## config.mk

```make
export PLATFORM = sky130hd
export DESIGN_NAME = clk_ramp_ctrl
export DESIGN_NICKNAME = d
export VERILOG_FILES = /design/src/rtl/clk_ramp_pkg.sv /design/src/rtl/ramp_trigger.sv /design/src/rtl/dwell_sel.sv /design/src/rtl/ramp_stepper.sv /design/src/rtl/irq_hold.sv /design/src/rtl/clk_ramp_ctrl.sv
export SDC_FILE = /design/constraint.sdc
export NUM_CORES = 1
export LEC_CHECK = 0
export CAP_MARGIN = 20
export CORE_ASPECT_RATIO = 0.8
export CORE_MARGIN = 2
export CORE_UTILIZATION = 52
export CTS_CLUSTER_SIZE = 16
export DETAILED_ROUTE_END_ITERATION = 16
export MAX_ROUTING_LAYER = met4
export PLACE_DENSITY = 0.8
export SLEW_MARGIN = 20
export SYNTH_ARGS = -nofsm -noshare
export SYNTH_HDL_FRONTEND = slang
export SYNTH_SLANG_ARGS = --single-unit
```

## constraint.sdc

```tcl
create_clock -name clk -period 2.9 [get_ports clk]
set_input_delay 0.435 -clock clk [delete_from_list [all_inputs] [get_ports clk]]
set_output_delay 0.435 -clock clk [all_outputs]
set_load 0.01 [all_outputs]
```

## src/rtl/clk_ramp_pkg.sv

```systemverilog
package clk_ramp_pkg;

   // controller phase
   typedef enum logic {
      PH_IDLE = 1'b0,
      PH_STEP = 1'b1
   } ramp_phase_e;

endpackage

```

## src/rtl/ramp_trigger.sv

```systemverilog
// Decides whether an incoming request needs a stepped ramp and from where.
module ramp_trigger #(
   parameter int EXP_W        = 4,
   parameter bit PLL_MIN_STEP = 1'b1
) (
   input  logic             ramp_en,
   input  logic             src_to_pll,
   input  logic [EXP_W-1:0] cur_code,
   input  logic [EXP_W-1:0] tgt_code,
   output logic [EXP_W-1:0] start_code,
   output logic             need_ramp
);
   localparam logic [EXP_W-1:0] TOP_CODE = '1;
   localparam logic [EXP_W-1:0] ONE_CODE = EXP_W'(1);

   if (EXP_W < 1) begin : g_bad_exp
      $error("ramp_trigger: EXP_W must be at least 1");
   end

   logic [EXP_W-1:0] tgt_up;

   always_comb begin
      if (tgt_code == TOP_CODE) tgt_up = tgt_code;
      else                      tgt_up = tgt_code + ONE_CODE;
   end

   generate
      if (PLL_MIN_STEP) begin : g_pll_floor
         // a PLL switch always passes through at least one slower step
         always_comb begin
            if (src_to_pll && (tgt_up > cur_code)) start_code = tgt_up;
            else                                   start_code = cur_code;
         end
      end else begin : g_pll_plain
         logic unused_pll;
         assign unused_pll = src_to_pll ^ (^tgt_up);
         always_comb start_code = cur_code;
      end
   endgenerate

   always_comb begin
      need_ramp = ramp_en && (start_code > tgt_code);
   end

endmodule

```

## src/rtl/dwell_sel.sv

```systemverilog
// Selects the number of cycles each intermediate step is held.
module dwell_sel #(
   parameter int CNT_W      = 8,
   parameter int DEF_DWELL  = 64,
   parameter bit DWELL_PROG = 1'b1
) (
   input  logic [CNT_W-1:0] dwell_len,
   output logic [CNT_W-1:0] dwell_eff
);
   localparam logic [CNT_W-1:0] DEF_CODE = CNT_W'(DEF_DWELL);

   if (CNT_W < 2) begin : g_bad_cnt
      $error("dwell_sel: CNT_W must be at least 2");
   end
   if (DEF_DWELL < 1 || DEF_DWELL >= (1 << CNT_W)) begin : g_bad_def
      $error("dwell_sel: DEF_DWELL must fit in CNT_W bits and be nonzero");
   end

   generate
      if (DWELL_PROG) begin : g_prog
         always_comb begin
            if (dwell_len == '0) dwell_eff = DEF_CODE;
            else                 dwell_eff = dwell_len;
         end
      end else begin : g_fixed
         logic unused_len;
         assign unused_len = ^dwell_len;
         always_comb dwell_eff = DEF_CODE;
      end
   endgenerate

endmodule

```

## src/rtl/ramp_stepper.sv

```systemverilog
// Walks the applied exponent down one position per dwell period.
module ramp_stepper
   import clk_ramp_pkg::*;
#(
   parameter int EXP_W    = 4,
   parameter int CNT_W    = 8,
   parameter int RST_CODE = 0
) (
   input  logic             clk,
   input  logic             rst_n,
   input  logic             sw_req,
   input  logic             need_ramp,
   input  logic [EXP_W-1:0] start_code,
   input  logic [EXP_W-1:0] tgt_code,
   input  logic [CNT_W-1:0] dwell_eff,
   output logic [EXP_W-1:0] app_code,
   output logic             halt,
   output logic             done
);
   localparam logic [EXP_W-1:0] RST_VAL  = EXP_W'(RST_CODE);
   localparam logic [EXP_W-1:0] ONE_CODE = EXP_W'(1);
   localparam logic [CNT_W-1:0] ONE_CNT  = CNT_W'(1);

   if (RST_CODE < 0 || RST_CODE >= (1 << EXP_W)) begin : g_bad_rst
      $error("ramp_stepper: RST_CODE out of range");
   end

   ramp_phase_e      phase;
   logic [EXP_W-1:0] tgt_q;
   logic [CNT_W-1:0] dwell_q;
   logic [CNT_W-1:0] cnt;
   logic [EXP_W-1:0] next_code;
   logic             step_end;

   always_comb begin
      next_code = app_code - ONE_CODE;
      step_end  = (cnt == dwell_q - ONE_CNT);
      halt      = (phase == PH_STEP);
   end

   always_ff @(posedge clk or negedge rst_n) begin
      if (!rst_n) begin
         phase    <= PH_IDLE;
         app_code <= RST_VAL;
         tgt_q    <= RST_VAL;
         dwell_q  <= ONE_CNT;
         cnt      <= '0;
         done     <= 1'b0;
      end else begin
         done <= 1'b0;
         unique case (phase)
            PH_IDLE: begin
               if (sw_req) begin
                  tgt_q <= tgt_code;
                  if (need_ramp) begin
                     app_code <= start_code;
                     dwell_q  <= dwell_eff;
                     cnt      <= '0;
                     phase    <= PH_STEP;
                  end else begin
                     app_code <= tgt_code;
                  end
               end
            end
            PH_STEP: begin
               if (step_end) begin
                  cnt      <= '0;
                  app_code <= next_code;
                  if (next_code == tgt_q) begin
                     phase <= PH_IDLE;
                     done  <= 1'b1;
                  end
               end else begin
                  cnt <= cnt + ONE_CNT;
               end
            end
            default: phase <= PH_IDLE;
         endcase
      end
   end


   halt_release_chk: assert property (@(posedge clk) disable iff (!rst_n)
      $fell(halt) |-> (app_code == tgt_q));


   step_size_chk: assert property (@(posedge clk) disable iff (!rst_n)
      ($past(halt) && (app_code != $past(app_code))) |->
         (app_code == $past(app_code) - ONE_CODE));


   done_width_chk: assert property (@(posedge clk) disable iff (!rst_n)
      done |=> !done);


   done_align_chk: assert property (@(posedge clk) disable iff (!rst_n)
      done |-> (!halt && $past(halt)));


   dwell_bound_chk: assert property (@(posedge clk) disable iff (!rst_n)
      halt |-> (cnt < dwell_q));


   target_hold_chk: assert property (@(posedge clk) disable iff (!rst_n)
      (halt && $past(halt)) |-> $stable(tgt_q));

endmodule

```

## src/rtl/irq_hold.sv

```systemverilog
// Masks interrupt lines during a ramp and replays what arrived once released.
module irq_hold #(
   parameter int IRQ_W = 4
) (
   input  logic             clk,
   input  logic             rst_n,
   input  logic             halt,
   input  logic [IRQ_W-1:0] irq_in,
   output logic [IRQ_W-1:0] irq_out
);
   if (IRQ_W < 1) begin : g_bad_irq
      $error("irq_hold: IRQ_W must be at least 1");
   end

   logic [IRQ_W-1:0] pend;

   generate
      for (genvar i = 0; i < IRQ_W; i++) begin : g_line
         always_ff @(posedge clk or negedge rst_n) begin
            if (!rst_n)    pend[i] <= 1'b0;
            else if (halt) pend[i] <= pend[i] | irq_in[i];
            else           pend[i] <= 1'b0;
         end

         always_comb begin
            if (halt) irq_out[i] = 1'b0;
            else      irq_out[i] = irq_in[i] | pend[i];
         end
      end
   endgenerate


   pend_keep_chk: assert property (@(posedge clk) disable iff (!rst_n)
      (halt && $past(halt)) |-> ((pend & $past(pend)) == $past(pend)));


   replay_chk: assert property (@(posedge clk) disable iff (!rst_n)
      $fell(halt) |-> ((irq_out & pend) == pend));

endmodule

```

## src/rtl/clk_ramp_ctrl.sv

```systemverilog
// Top level of the stepped clock frequency ramp controller.
module clk_ramp_ctrl #(
   parameter int EXP_W        = 4,
   parameter int CNT_W        = 8,
   parameter int DEF_DWELL    = 64,
   parameter bit DWELL_PROG   = 1'b1,
   parameter bit PLL_MIN_STEP = 1'b1,
   parameter int IRQ_W        = 4,
   parameter int DMA_W        = 2,
   parameter int RST_CODE     = 0
) (
   input  logic             clk,
   input  logic             rst_n,
   input  logic             ramp_en,
   input  logic             src_to_pll,
   input  logic             sw_req,
   input  logic [EXP_W-1:0] cur_code,
   input  logic [EXP_W-1:0] tgt_code,
   input  logic [CNT_W-1:0] dwell_len,
   input  logic [IRQ_W-1:0] irq_in,
   input  logic [DMA_W-1:0] dma_req_in,
   output logic [EXP_W-1:0] app_code,
   output logic             bus_halt,
   output logic             ramp_done,
   output logic [IRQ_W-1:0] irq_out,
   output logic [DMA_W-1:0] dma_req_out
);
   if (DMA_W < 1) begin : g_bad_dma
      $error("clk_ramp_ctrl: DMA_W must be at least 1");
   end

   logic [EXP_W-1:0] start_code;
   logic             need_ramp;
   logic [CNT_W-1:0] dwell_eff;
   logic             halt_w;

   ramp_trigger #(
      .EXP_W        (EXP_W),
      .PLL_MIN_STEP (PLL_MIN_STEP)
   ) u_trig (
      .ramp_en    (ramp_en),
      .src_to_pll (src_to_pll),
      .cur_code   (cur_code),
      .tgt_code   (tgt_code),
      .start_code (start_code),
      .need_ramp  (need_ramp)
   );

   dwell_sel #(
      .CNT_W      (CNT_W),
      .DEF_DWELL  (DEF_DWELL),
      .DWELL_PROG (DWELL_PROG)
   ) u_dwell (
      .dwell_len (dwell_len),
      .dwell_eff (dwell_eff)
   );

   ramp_stepper #(
      .EXP_W    (EXP_W),
      .CNT_W    (CNT_W),
      .RST_CODE (RST_CODE)
   ) u_step (
      .clk        (clk),
      .rst_n      (rst_n),
      .sw_req     (sw_req),
      .need_ramp  (need_ramp),
      .start_code (start_code),
      .tgt_code   (tgt_code),
      .dwell_eff  (dwell_eff),
      .app_code   (app_code),
      .halt       (halt_w),
      .done       (ramp_done)
   );

   irq_hold #(
      .IRQ_W (IRQ_W)
   ) u_irq (
      .clk     (clk),
      .rst_n   (rst_n),
      .halt    (halt_w),
      .irq_in  (irq_in),
      .irq_out (irq_out)
   );

   // DMA requests never wait on the ramp
   assign dma_req_out = dma_req_in;
   assign bus_halt    = halt_w;

endmodule

```

## Word-level counts from Yosys, hierarchy flattened

Cells that the tools add are included.

| operators by class | value |
|---|---|
| $add $sub $neg | 4 |
| $lt $le $gt $ge | 2 |
| equal/unequal tests | 6 |
| muxes and demuxes | 27 |
| bitwise gates (word level) | 5 |
| reduce and logical (&&, ||, !) cells | 7 |

Operators with widths:

| operator | count |
|---|---|
| $mux 8 | 4 |
| $mux 4 | 5 |
| $pmux 8 s2 | 1 |
| $mux 1 | 15 |
| $add 8x1->8 const B | 1 |
| $eq 8x8->1 | 1 |
| $gt 4x4->1 | 2 |
| $logic_not 8->1 | 1 |
| $pmux 4 s2 | 1 |
| $sub 8x1->8 const B | 1 |
| $ne 2x2->1 const B | 3 |
| $reduce_and 2->1 | 3 |
| $add 4x1->4 const B | 1 |
| $eq 4x4->1 | 1 |
| $eq 4x4->1 const B | 1 |
| $or 1x1->1 | 4 |
| $sub 4x1->4 const B | 1 |
| $reduce_and 3->1 | 1 |
| $logic_and 1x1->1 | 2 |
| $pmux 1 s2 | 1 |
| $not 1->1 | 1 |

| storage, ports and cells | value |
|---|---|
| register bits after elaboration | 30 |
| input port bits | 27 |
| output and inout bits | 12 |
| logic and storage cells | 61 |

## Depth between registers and ports, before layout

| logic depth | value |
|---|---|
| word-level depth | 10 |
| mapped depth | 18 |
| depth with buffers taken out | 17 |

## Hierarchy

Synthesis repeated with hierarchy kept, for this count alone.

| second synthesis, totals | value |
|---|---|
| cells, all modules | 206 |
| area, all modules | 2,070.7 sq um |

Modules (own cells, without submodules):

| module | instances | cells an instance | area each (sq um) | sequential area each (sq um) |
|---|---|---|---|---|
| ramp_stepper | 1 | 138 | 1,501.4 | 651.9 |
| ramp_trigger | 1 | 44 | 332.8 | 0.0 |
| irq_hold | 1 | 12 | 170.2 | 100.1 |
| dwell_sel | 1 | 10 | 51.3 | 0.0 |
| clk_ramp_ctrl | 1 | 2 | 15.0 | 0.0 |

## Worst setup path before layout

Ideal clock, no wire load.

| path | value |
|---|---|
| kind | input to register |
| start point | in tgt_code[0] |
| end point | reg u_step.dwell_q[3] |
| library setup time | 0.125 ns |
| arrival time | 3.630 ns |
| data required time | 2.775 ns |
| setup slack | -0.855 ns |
| cell stages on the path | 15 |
| path buffers | 1 |
| path through | ha_1 -> and3_1 -> nor2_1 -> ha_1 -> o21ai_0 -> a21oi_1 -> o211ai_2 -> mux2_2 -> ha_1 -> nor2b_1 -> o211ai_1 -> a21oi_1 -> and2_1 -> buf_2 -> mux2_2 |

| on the way | value |
|---|---|
| word-level cells in the longest chain between the ends | 8 |
| elaborated cells between the ends (all ways) | 9 |
| those cells by class | add/sub: 1; order compare: 2; eq/ne: 1; mux: 2; reduce/logical: 3 |

Ends and longest elaborated chain:

| what | RTL line | text |
|---|---|---|
| from (decl) | clk_ramp_ctrl.sv:18 | `input logic [EXP_W-1:0] tgt_code,` |
| $add 4x1->4 / $eq 4x4->1 (equally long branches) | ramp_trigger.sv:24, ramp_trigger.sv:23 |  |
| $mux 4 | ramp_trigger.sv:23 | `if (tgt_code == TOP_CODE) tgt_up = tgt_code;` |
| $gt 4x4->1 | ramp_trigger.sv:31 | `if (src_to_pll && (tgt_up > cur_code)) start_code = tgt_up;` |
| $logic_and 1x1->1 | ramp_trigger.sv:31 |  |
| $mux 4 | ramp_trigger.sv:31 |  |
| $gt 4x4->1 * | ramp_trigger.sv:42 | `need_ramp = ramp_en && (start_code > tgt_code);` |
| $logic_and 1x1->1 * | ramp_trigger.sv:42 |  |
| $reduce_and 3->1 (no source line) * | -- |  |
| to (signal assigned) | ramp_stepper.sv:57 | `dwell_q <= dwell_eff;` |
| to (decl) | ramp_stepper.sv:30 | `logic [CNT_W-1:0] dwell_q;` |

Mark *: on every way between the ends. The rest lies on a longest branch, timed or not.
A chain may end at the register's enable or synchronous reset.

## Worst setup path in the final report

| path | value |
|---|---|
| start point | in tgt_code[1] |
| end point | reg u_step.dwell_q[2] |

Same word-level chain as after synthesis.

==> impl_metrics.env <==
export IMPL_cellLeakagePower_nw=1.28
export IMPL_yosysWarnings=0
export IMPL_synth_edff_count=0
export IMPL_cts_sinks=30
export IMPL_ant_nets=0
export IMPL_synthAdderAreaFrac=0.0744
export IMPL_fin_ws_ps=-489
export IMPL_design_area_um2=2910
export IMPL_rsz0062_at_grt="yes"
export IMPL_hold_violations=0
export IMPL_synth_top_family_by_area="simple AND/OR/NAND/NOR gates"
export IMPL_fin_tns_setup_ps=-8950
export IMPL_cts_buffer_depth=2
export IMPL_use_met2=0.416
export IMPL_synth_nets=265
export IMPL_cp_max_fo=7
export IMPL_drt_iter0_markers=168
export IMPL_ys_seq_area_frac=0.373
export IMPL_startpoint_type="input pin"
export IMPL_finalClockSkew_ps=6.24
export IMPL_async_flop_share=1.00
export IMPL_violations="negative setup slack"
export IMPL_drv_cap=0
export IMPL_gp_congestion=0.892
export IMPL_nets=327
export IMPL_io_pins=39
export IMPL_clk_latency_ps=300
export IMPL_cts_tree="done"
export IMPL_fmax_mhz=295
export IMPL_fin_crit_ps=3390
export IMPL_met3_usage=0.0472
export IMPL_dieHeight_um=59.7
export IMPL_synth_simple_area_share=0.230
export IMPL_peakVddDrop_mv=0.535
export IMPL_synth_xor_area_frac=0.0782
export IMPL_p_sw_frac=0.396
export IMPL_netlist_area_leader_share=0.360
export IMPL_cp_arrival_ps=3570
export IMPL_p_total_mw=2.17
export IMPL_drv_slew=0
export IMPL_setup_viol=21
export IMPL_wire_per_inst_um=17.8
export IMPL_cp_end_kind="register"
export IMPL_hpwl_mm=3.33
export IMPL_num_antenna_cells=0
export IMPL_grt_pass1_vias=1759
export IMPL_grt_first_pass_wirelength_mm=8.33
export IMPL_p_per_area_nw_per_um2=747
export IMPL_synthMuxAreaShare=0.0602
export IMPL_core_area_um2=3750
export IMPL_num_fill_cells=236
export IMPL_yosys_area_top_type="dfrtp_1"
export IMPL_initial_core_util=0.537
export IMPL_min_period_over_period=1.17
export IMPL_final_core_util=0.775
export IMPL_synth_area_top_cells="dfrtp_1, ha_1, nand2_1"
export IMPL_synth_compound_area_frac=0.134
export IMPL_worst_slew_pin_slew_ps=551
export IMPL_syn_avg_cell_area_um2=8.92
export IMPL_area_growth_pct=44.2
export IMPL_portBuffers=34
export IMPL_grt_max_degree=31
export IMPL_switching_power_mw=0.862
export IMPL_placed_cell_area_um2=2550
export IMPL_drc=0
export IMPL_vias_per_cell=5.86
export IMPL_row_count=20
export IMPL_cts_made_buffers=5
export IMPL_cellInternalPower_mw=1.31
export IMPL_drive_gt1_frac=0.304
export IMPL_p_clk_frac=0.168
export IMPL_hold_slack_ps=471
export IMPL_slew_headroom=0.629
export IMPL_multi_input_area_um2=1390
export IMPL_ff_latch_area_um2=752
export IMPL_routed_wl_mm=5.94
export IMPL_place_ws_ps=-1290
export IMPL_syn_area_um2=2020
export IMPL_hp_class="register to register"
export IMPL_dr_total_vias=1951
export IMPL_met1_usage=0.342
export IMPL_h_tree_depth=2
export IMPL_first_pass_iters=4
export IMPL_seqPwrFrac=0.369
export IMPL_grt_use_total=0.264
export IMPL_antenna_found_initial=0
export IMPL_path_clk_slew_ps=70
export IMPL_synth_ff_type="dfrtp_1"
export IMPL_overflow=0
export IMPL_dp_cells=315
export IMPL_critPathKind="input pin to register"
export IMPL_stdcell_count=333
export IMPL_synth_distinct_cells=48
export IMPL_syn_instance_count=226
export IMPL_die_area_um2=4400
export IMPL_p_comb_frac=0.463
export IMPL_die_w_um=73.6
export IMPL_cp_required_ps=3080
export IMPL_outcome="finished, violations left"
export IMPL_grt_busiest_layer="met2"
export IMPL_cts_root_buf="clkbuf_8"
export IMPL_synth_seq_cells=30
-- final cells by class --
type,instances,area share
Sequential cell,30,0.258
Tap cell,44,0.0189
Multi-Input combinational cell,176,0.478
Inverter,14,0.0181
Clock buffer,6,0.0284
Timing Repair Buffer,61,0.194
Clock inverter,2,0.00430
-- power groups by stage --
stage,logic [mW],registers [mW],clock network (mW)
finish,1.01,0.801,0.365
global route,1.09,0.819,0.381
CTS,0.936,0.789,0.363
detailed placement,0.867,0.788,0
global placement,0.842,0.780,0
floorplan,0.651,0.738,0
-- kinds of logic after synthesis --
group / Yosys count
AND/OR/NAND/NOR: 93
AO/OA/AOI/OAI: 42
adder cells (fa/ha/maj): 12
buffers and inverters: 20
multiplexers: 11
XOR/XNOR: 18
flip-flops: 30
-- registers in the layout (all words and copies together), names as in the netlist --
name and cells:
u_step.done 1, u_step.app_code 4, u_step.dwell_q 8, u_step.halt 1, u_step.tgt_q 4, u_irq.pend 4
u_step.cnt 8
-- layout by cell type, fill, tap and decap left out, types with 4 or more instances in the layout --
cell and n:
nand3_1 6, clkdlybuf4s50_1 28, buf_4 25, dfrtp_1 29, mux2_4 8, ha_1 7
a21oi_1 5, xor2_1 7, nor3_1 5, nand2_1 26, o21ai_0 8, clkbuf_8 6
xnor2_1 10, inv_1 12, o21ai_1 5, nor2_1 20, ha_4 4
-- synthesized netlist by cell type, types with 3 or more instances --
cell,n
o211ai_1,3
nor2_1,23
xnor2_1,11
and3_1,3
a21oi_1,10
nand4_1,3
nand2_1,28
o21ai_0,16
nand2b_1,3
dfrtp_1,29
nor3_1,6
ha_1,12
inv_1,13
xor2_1,7
mux2_2,9
nand3_1,9
-- path summary, 6_finish.rpt --
kind                              startpoint                  to  slack [ps]  cells past startpoint
hold reg to reg                u_irq.pend[3]       u_irq.pend[3]         470                      2
setup / recovery                 tgt_code[1]   u_step.dwell_q[2]        -490                     15
min in group asynchronous              rst_n     u_step.tgt_q[1]         530                      2
setup reg to reg           u_step.dwell_q[0]  u_step.app_code[0]         210                      9
max in group asynchronous              rst_n   u_step.dwell_q[0]        2050                      2
hold / removal                 u_irq.pend[3]       u_irq.pend[3]         470                      2
-- repair_timing --
action,in CTS,in global routing
gates resized for setup,51,17
hold buffers,0,0
pin swaps,23,12
buffers inserted,6,4
cloned,0,0
endpoints found under the setup margin,21,21
-- critical path, stage by stage --
cell	delay, ps
buf_8	100
ha_4	180
and3_4	190
nor2_4	130
ha_4	220
o21ai_2	130
a21oi_2	50
o211ai_2	280
mux2_4	360
ha_4	270
nor2b_4	150
o211ai_1	170
a21oi_2	310
and2_4	280
mux2_4	310
-- per-layer routing --
metal | share of wire | vias to the layer above
met5 | 0 | -
met4 | 0.026 | 0
met3 | 0.057 | 15
met2 | 0.50 | 58
met1 | 0.42 | 963
li1 | - | 915
(Power assumes the default switching activity.)
